==> src/rtl/scaler_pkg.sv <==
package scaler_pkg;
  localparam int unsigned PHASES = 4;
  localparam int unsigned PH_W   = $clog2(PHASES);
  typedef logic [PH_W-1:0] phase_idx_t;
endpackage

==> src/rtl/scaler_phase_gen.sv <==
module scaler_phase_gen
  import scaler_pkg::*;
(
  input  logic              clk_i,
  input  logic              rst_ni,
  output logic [PHASES-1:0] phase_o,
  output logic              master_stb_o
);
  phase_idx_t idx_q;

  always_ff @(posedge clk_i or negedge rst_ni) begin
    if (!rst_ni) idx_q <= '0;
    else         idx_q <= idx_q + 1'b1;
  end

  always_comb begin
    phase_o          = '0;
    phase_o[idx_q]   = 1'b1;
  end

  assign master_stb_o = phase_o[PHASES-1];

  assert_phase_wrap_R2: assert property (@(posedge clk_i) disable iff (!rst_ni)
    phase_o[PHASES-1] |=> phase_o[0]);

  for (genvar g = 0; g < PHASES-1; g++) begin : g_rot
    assert_phase_rotate_R2: assert property (@(posedge clk_i) disable iff (!rst_ni)
      phase_o[g] |=> phase_o[g+1]);
  end
endmodule

==> src/rtl/scaler_ring_div.sv <==
module scaler_ring_div #(
  parameter int unsigned RING_LEN = 5
) (
  input  logic clk_i,
  input  logic rst_ni,
  input  logic adv_i,
  output logic wrap_o
);
  localparam logic [RING_LEN-1:0] FIRST = RING_LEN'(1);

  logic [RING_LEN-1:0] ring_q;
  logic                legal;

  assign legal  = (ring_q != '0) && ((ring_q & (ring_q - 1'b1)) == '0);
  assign wrap_o = adv_i & legal & ring_q[RING_LEN-1];

  always_ff @(posedge clk_i or negedge rst_ni) begin
    if (!rst_ni)     ring_q <= FIRST;
    else if (!legal) ring_q <= FIRST;   // self-correct
    else if (adv_i)  ring_q <= {ring_q[RING_LEN-2:0], ring_q[RING_LEN-1]};
  end

  assert_ring_onehot_R4: assert property (@(posedge clk_i) disable iff (!rst_ni)
    $onehot(ring_q));
  assert_ring_hold_R4: assert property (@(posedge clk_i) disable iff (!rst_ni)
    !adv_i |=> $stable(ring_q));
endmodule

==> src/rtl/scaler_bin_chain.sv <==
module scaler_bin_chain #(
  parameter int unsigned NUM_STAGES = 17
) (
  input  logic                  clk_i,
  input  logic                  rst_ni,
  input  logic                  en_i,
  output logic [NUM_STAGES-1:0] lvl_o,
  output logic [NUM_STAGES-1:0] stb_o
);
  logic [NUM_STAGES:0]   carry;
  logic [NUM_STAGES-1:0] lvl_q;

  assign carry[0] = en_i;

  for (genvar g = 0; g < NUM_STAGES; g++) begin : g_stage
    always_ff @(posedge clk_i or negedge rst_ni) begin
      if (!rst_ni)       lvl_q[g] <= 1'b0;
      else if (carry[g]) lvl_q[g] <= ~lvl_q[g];
    end
    assign carry[g+1] = carry[g] & lvl_q[g];
    assign stb_o[g]   = carry[g+1];

    assert_stage_toggle_R5: assert property (@(posedge clk_i) disable iff (!rst_ni)
      carry[g] |=> (lvl_q[g] != $past(lvl_q[g])));
    assert_stage_hold_R5: assert property (@(posedge clk_i) disable iff (!rst_ni)
      !carry[g] |=> $stable(lvl_q[g]));
    assert_stage_stb_fall_R6: assert property (@(posedge clk_i) disable iff (!rst_ni)
      stb_o[g] |=> !lvl_q[g]);
  end

  assign lvl_o = lvl_q;
endmodule

==> src/rtl/timing_scaler.sv <==
module timing_scaler
  import scaler_pkg::*;
#(
  parameter int unsigned NUM_STAGES = 17,
  parameter int unsigned RING_LEN   = 5,
  parameter int unsigned INC_TAP    = 10,
  parameter int unsigned WAKE_TAP   = 17
) (
  input  logic                  clk_i,
  input  logic                  rst_ni,
  input  logic                  standby_i,
  input  logic                  inc_ack_i,
  output logic [PHASES-1:0]     phase_o,
  output logic                  master_stb_o,
  output logic [NUM_STAGES-1:0] stage_lvl_o,
  output logic [NUM_STAGES-1:0] stage_stb_o,
  output logic                  inc_req_o,
  output logic                  wake_o
);
  localparam int unsigned INC_IDX  = INC_TAP - 1;
  localparam int unsigned WAKE_IDX = WAKE_TAP - 1;

  logic base_stb;
  logic inc_req_q, wake_q;

  scaler_phase_gen u_phase (
    .clk_i        (clk_i),
    .rst_ni       (rst_ni),
    .phase_o      (phase_o),
    .master_stb_o (master_stb_o)
  );

  scaler_ring_div #(.RING_LEN(RING_LEN)) u_ring (
    .clk_i  (clk_i),
    .rst_ni (rst_ni),
    .adv_i  (master_stb_o),
    .wrap_o (base_stb)
  );

  scaler_bin_chain #(.NUM_STAGES(NUM_STAGES)) u_chain (
    .clk_i  (clk_i),
    .rst_ni (rst_ni),
    .en_i   (base_stb),
    .lvl_o  (stage_lvl_o),
    .stb_o  (stage_stb_o)
  );

  // set wins over ack so no tick is lost
  always_ff @(posedge clk_i or negedge rst_ni) begin
    if (!rst_ni) begin
      inc_req_q <= 1'b0;
      wake_q    <= 1'b0;
    end else begin
      inc_req_q <= stage_stb_o[INC_IDX] | (inc_req_q & ~inc_ack_i);
      wake_q    <= stage_stb_o[WAKE_IDX] & standby_i;
    end
  end

  assign inc_req_o = inc_req_q;
  assign wake_o    = wake_q;

  assert_master_phase_R3: assert property (@(posedge clk_i) disable iff (!rst_ni)
    master_stb_o |=> phase_o[0]);
  assert_req_hold_R7: assert property (@(posedge clk_i) disable iff (!rst_ni)
    (inc_req_o && !inc_ack_i) |=> inc_req_o);
  assert_req_set_R7: assert property (@(posedge clk_i) disable iff (!rst_ni)
    stage_stb_o[INC_IDX] |=> inc_req_o);
  assert_wake_gate_R8: assert property (@(posedge clk_i) disable iff (!rst_ni)
    wake_o |-> ($past(standby_i) && $past(stage_stb_o[WAKE_IDX])));
  assert_wake_pulse_R8: assert property (@(posedge clk_i) disable iff (!rst_ni)
    wake_o |=> !wake_o);
endmodule

==> config.mk <==
export PLATFORM = sky130hd
export DESIGN_NAME = timing_scaler
export DESIGN_NICKNAME = d
export VERILOG_FILES = /design/src/rtl/scaler_pkg.sv /design/src/rtl/scaler_phase_gen.sv /design/src/rtl/scaler_ring_div.sv /design/src/rtl/scaler_bin_chain.sv /design/src/rtl/timing_scaler.sv
export SDC_FILE = /design/constraint.sdc
export NUM_CORES = 1
export LEC_CHECK = 0
export ABC_CLOCK_PERIOD_IN_PS = 3080
export BUFFER_PORTS_ARGS = -buffer_cell sky130_fd_sc_hd__buf_2
export CELL_PAD_IN_SITES_DETAIL_PLACEMENT = 0
export CELL_PAD_IN_SITES_GLOBAL_PLACEMENT = 1
export CORE_AREA = 2 2 62 64
export CTS_CLUSTER_DIAMETER = 200
export DETAILED_ROUTE_END_ITERATION = 12
export DIE_AREA = 0 0 64 66
export PLACE_DENSITY_LB_ADDON = 0.1
export SETUP_SLACK_MARGIN = 0.4
export SLEW_MARGIN = 40
export SYNTH_ARGS = -nofsm -noshare
export SYNTH_HDL_FRONTEND = slang
export SYNTH_HIERARCHICAL = 1
export SYNTH_SLANG_ARGS = --single-unit
==> constraint.sdc <==
create_clock -name clk_i -period 3.08 [get_ports clk_i]
set_clock_uncertainty 0.05 [all_clocks]
set_input_delay 0.308 -clock clk_i [delete_from_list [all_inputs] [get_ports clk_i]]
set_output_delay 0.308 -clock clk_i [all_outputs]
set_load 0.01 [all_outputs]
==> results <==
- The run finished with clean final reports.
- The internal reg-to-reg setup slack is 0.99 ns.
- The post-synthesis compound-gate area fraction is 0.0361.
- The number of global-route vias before repair is 916.
- The core footprint is 3550 um2.
- After detailed routing, the total wire length is 2720 um.
- The type of the worst min-delay path is input pin to flop.
- Dividing the detail-routed via count by the number of cells gives 4.60.
- The area share of xor/xnor cells in the synthesized design is 0.125.
- The sequential share of power is 0.647.
- The detail route stage leaves a number of antenna-violating nets equal to 0.
- The final hold violation count came to 0.
- Dividing total power by cell area gives a power density of 320 nW/um2.
- The final layout net count is 170.
- The average instance area after synthesis is 11.8 um2.
- The die covers 4220 um2.
- The first-iteration detailed-routing DRC count is 23.
- Counting the fill cells in the layout gives 352.
- In this run the tightest slew margin relative to its limit is 0.604.
- Internal power comes to 0.416 mW.
- The number of buffers added by the clock tree synthesis step is 3.
- The async set-or-reset flop fraction in the synthesized netlist is 1.00.
- Summed over all failing endpoints, the final setup total negative slack is 0 ns.
- Setup repair after global routing could not meet its margin everywhere.
- The net switching power is 0.112 mW.
- The number of nets in the synthesized netlist is 114.
- The congestion estimate from routability-driven global placement came to 0.831.
- The fraction of synthesized area in multiplexers is 0.
- Setup violations remaining at the end of the flow were counted as 0.
- The proportion of total power due to net switching is 0.212.
- Summing all multi-input logic gate instances after layout gives 564 um2.
- The number of synthesized register bits is 26.
- The tree built by TritonCTS fans out to 26 sinks.
- The die is 66 um tall.
- The number of enable flip-flop cells after synthesis is 0.
- The post-route worst hold slack is 0.135 ns.
- VDD sags by at most 0.000160 V.
- The adder and majority cell fraction of the synthesized area is 0.0401.
- The number of antenna diodes in the final layout is 0.
- The design draws 0.528 mW.
- The gate count of the mapped netlist is 106.
- The critical path data required time is 2.72 ns.
- For this run, design rule violations remaining after detail routing come to 0.
- The shortest clock period the worst path allows after layout is 2.58 ns.
- Along the worst path, the maximum fanout reaches 7.
- The worst-skew pair later-pin latency is 0.32 ns.
- After synthesis, the most frequently instantiated cells are sky130_fd_sc_hd__dfrtp_1 (25), sky130_fd_sc_hd__xor2_1 (13), sky130_fd_sc_hd__nor2_1 (7).
- Before antenna repair, the detailed router went through 2 iterations.
- The combinational family with the most area after synthesis is simple AND/OR/NAND/NOR gates.
- In this run the number of H-tree levels came out at 1.
- The worst setup path is of the flop to output port kind.
- STA classifies the critical path endpoint as an output port.
- For the pin with the worst max-slew slack, the measured transition is 0.594 ns.
- The number of pins exceeding their max-slew limit in the final report was 0.
- Timing would allow up to 387 MHz.
- The number of warnings printed during yosys synthesis is 6.
- The die is 64 um wide.
- The storage element area is 652 um2.
- For this run, the total global-route usage over all layers was measured as 0.135.
- The quantity of I/O buffers inserted on ports is 44.
- For this run, the register share of the synthesized area comes to 0.522.
- TritonCTS built the clock tree.
- The initialized floorplan defines 22 standard-cell rows.
- The first-pass GRT wire length is 4420 um.
- Setup slack closes at 0.497 ns.
- Of the total power, combinational logic draws 0.018.
- The average wire per cell in the routed design is 13.0 um.
- After clock tree synthesis, the clock-pin slew on the worst setup and hold paths is 0.15 ns.
- The post-synthesis cell type count is 37.
- For this configuration, the core starts out at a cell density of 0.352.
- The startpoint type of the worst setup path is a flop.
- The number of top-level pins is 45.
- The fraction of layout instances using a drive strength above 1 is 0.497.
- The number of max-cap violations is 0.
- The main flop type after synthesis is sky130_fd_sc_hd__dfrtp_1.
- After synthesis, the cell types taking the most area are sky130_fd_sc_hd__dfrtp_1 (50%), sky130_fd_sc_hd__xor2_1 (9.1%), sky130_fd_sc_hd__ha_1 (4.0%), sky130_fd_sc_hd__and3_2 (2.4%), sky130_fd_sc_hd__dfstp_2 (2.1%).
- The cell area that synthesis handed to floorplanning was 1250 um2.
- The biggest area contributor in the post-synthesis netlist is sky130_fd_sc_hd__dfrtp_1.
- Relative to the synthesized area, the layout overhead comes to 32.0%.
- The proportion of power drawn by the clock network is 0.336.
- CTS placed an instance of sky130_fd_sc_hd__clkbuf_4 at the clock tree root.
- The maximum count of clock buffers along a single path is 2.
- The leakage power is 1.01 nW.
- By instance count, the leading cell after synthesis is sky130_fd_sc_hd__dfrtp_1.
- Of the total synthesized cell area, the portion taken by AND, OR, NAND and NOR gates is 0.232.
- In the finished design, the share of the clock period the worst path needs comes to 0.839.
- Summing over every cut layer, the via total after detailed routing is 962.
- Detailed placement finished with a half-perimeter wire length of 1960 um.
- At the placement stage, the worst setup path has a slack of 0.634 ns.
- Of the post-synthesis cell area, the dominant cell type holds 0.501.
- At the end of the flow the core is filled with cells to 0.464.
- The number of antenna violations at the first check in global routing is 0.
- Entering global routing, the biggest net connects 27 pins.
- Global routing finished with a remaining overflow of 0.
- The arrival time reported for the critical path endpoint is 2.22 ns.
[state kept, by name, indices dropped and copies added (netlist names)]
name	count
u_ring/ring_q	5
inc_req_o	1
u_chain/lvl_o	17
wake_o	1
u_phase/idx_q	2
[final timing paths]
kind	from	end	cells after the start
worst max-delay path	u_phase/idx_q[0]$_DFF_PN0_	stage_stb_o[12]	9
worst min register to register	inc_req_o$_DFF_PN0_	inc_req_o$_DFF_PN0_	1
worst min-delay path	standby_i	wake_o$_DFF_PN0_	2
worst max register to register	u_phase/idx_q[0]$_DFF_PN0_	u_chain/lvl_o[10]$_DFFE_PN0N_	10
max in group asynchronous	rst_ni	u_ring/ring_q[3]$_DFFE_PN0P_	2
min in group asynchronous	rst_ni	u_chain/lvl_o[14]$_DFFE_PN0N_	2
[area by class of cell]
cell class | instances | share of cell area
Multi-Input combinational cell | 70 | 0.342
Clock buffer | 4 | 0.0220
Tap cell | 48 | 0.0364
Inverter | 7 | 0.0190
Timing Repair Buffer | 54 | 0.185
Sequential cell | 26 | 0.396
[power groups by stage]
stage	sequential, mW	clock (mW)	combinational [mW]
6_report	0.342	0.177	0.00928
5_1_grt	0.342	0.199	0.0110
4_1_cts	0.342	0.185	0.00975
3_5_place_dp	0.348	0	0.00879
3_3_place_gp	0.348	0	0.00912
2_1_floorplan	0.348	0	0.000243
[timing repair]
item	CTS	global route
hold endpoints to repair	25	0
pin swaps	1	1
setup endpoints to repair	9	9
hold buffers	1	0
resized for setup	3	7
setup buffers	1	7
[layout by cell type, fill, tap and decap left out, types with 2 or more instances in the layout]
cell type	instances
sky130_fd_sc_hd__inv_1	6
sky130_fd_sc_hd__xnor2_1	3
sky130_fd_sc_hd__and3_1	2
sky130_fd_sc_hd__dfrtp_1	25
sky130_fd_sc_hd__nor2_2	2
sky130_fd_sc_hd__and3_2	4
sky130_fd_sc_hd__ha_1	3
sky130_fd_sc_hd__nor2b_1	2
sky130_fd_sc_hd__xor2_1	13
sky130_fd_sc_hd__a21oi_1	3
sky130_fd_sc_hd__nor4_1	4
sky130_fd_sc_hd__buf_2	43
sky130_fd_sc_hd__and2_2	3
sky130_fd_sc_hd__nor2_1	5
sky130_fd_sc_hd__nor3_2	2
sky130_fd_sc_hd__clkbuf_4	3
sky130_fd_sc_hd__buf_4	9
sky130_fd_sc_hd__and4_4	2
sky130_fd_sc_hd__nand4_1	3
[stage by stage]
stage | cells | cell area, um2
finish | 209 | 1650
global route | 209 | 1650
CTS | 202 | 1570
detailed placement | 196 | 1510
global placement | 196 | 1510
floorplan | 106 | 1250
[worst max-delay path, cell delays in order, from the launching register on]
cell and delay [ns]:
sky130_fd_sc_hd__dfrtp_1 0.42, sky130_fd_sc_hd__ha_2 0.20, sky130_fd_sc_hd__nor2b_4 0.14, sky130_fd_sc_hd__and4b_1 0.21, sky130_fd_sc_hd__and4_4 0.26, sky130_fd_sc_hd__and2_4 0.17
sky130_fd_sc_hd__nand2_4 0.07, sky130_fd_sc_hd__inv_6 0.08, sky130_fd_sc_hd__and4_4 0.25, sky130_fd_sc_hd__buf_6 0.10
[cell families after synthesis]
group | count (synthesis)
buffers and inverters | 10
AND/OR/NAND/NOR | 42
XOR/XNOR | 17
AO/OA/AOI/OAI | 7
flip-flops | 26
adder cells (fa/ha/maj) | 4
[routing by layer]
layer / vias to the layer above / routed length [um] / global-route usage
met5: - / 0 / 0
met4: 0 / 20 / 0.0489
met3: 2 / 122 / 0.0256
met2: 20 / 1380 / 0.233
met1: 469 / 1200 / 0.166
li1: 471 / - / -
Note: power is estimated with default switching activity, not from simulation.
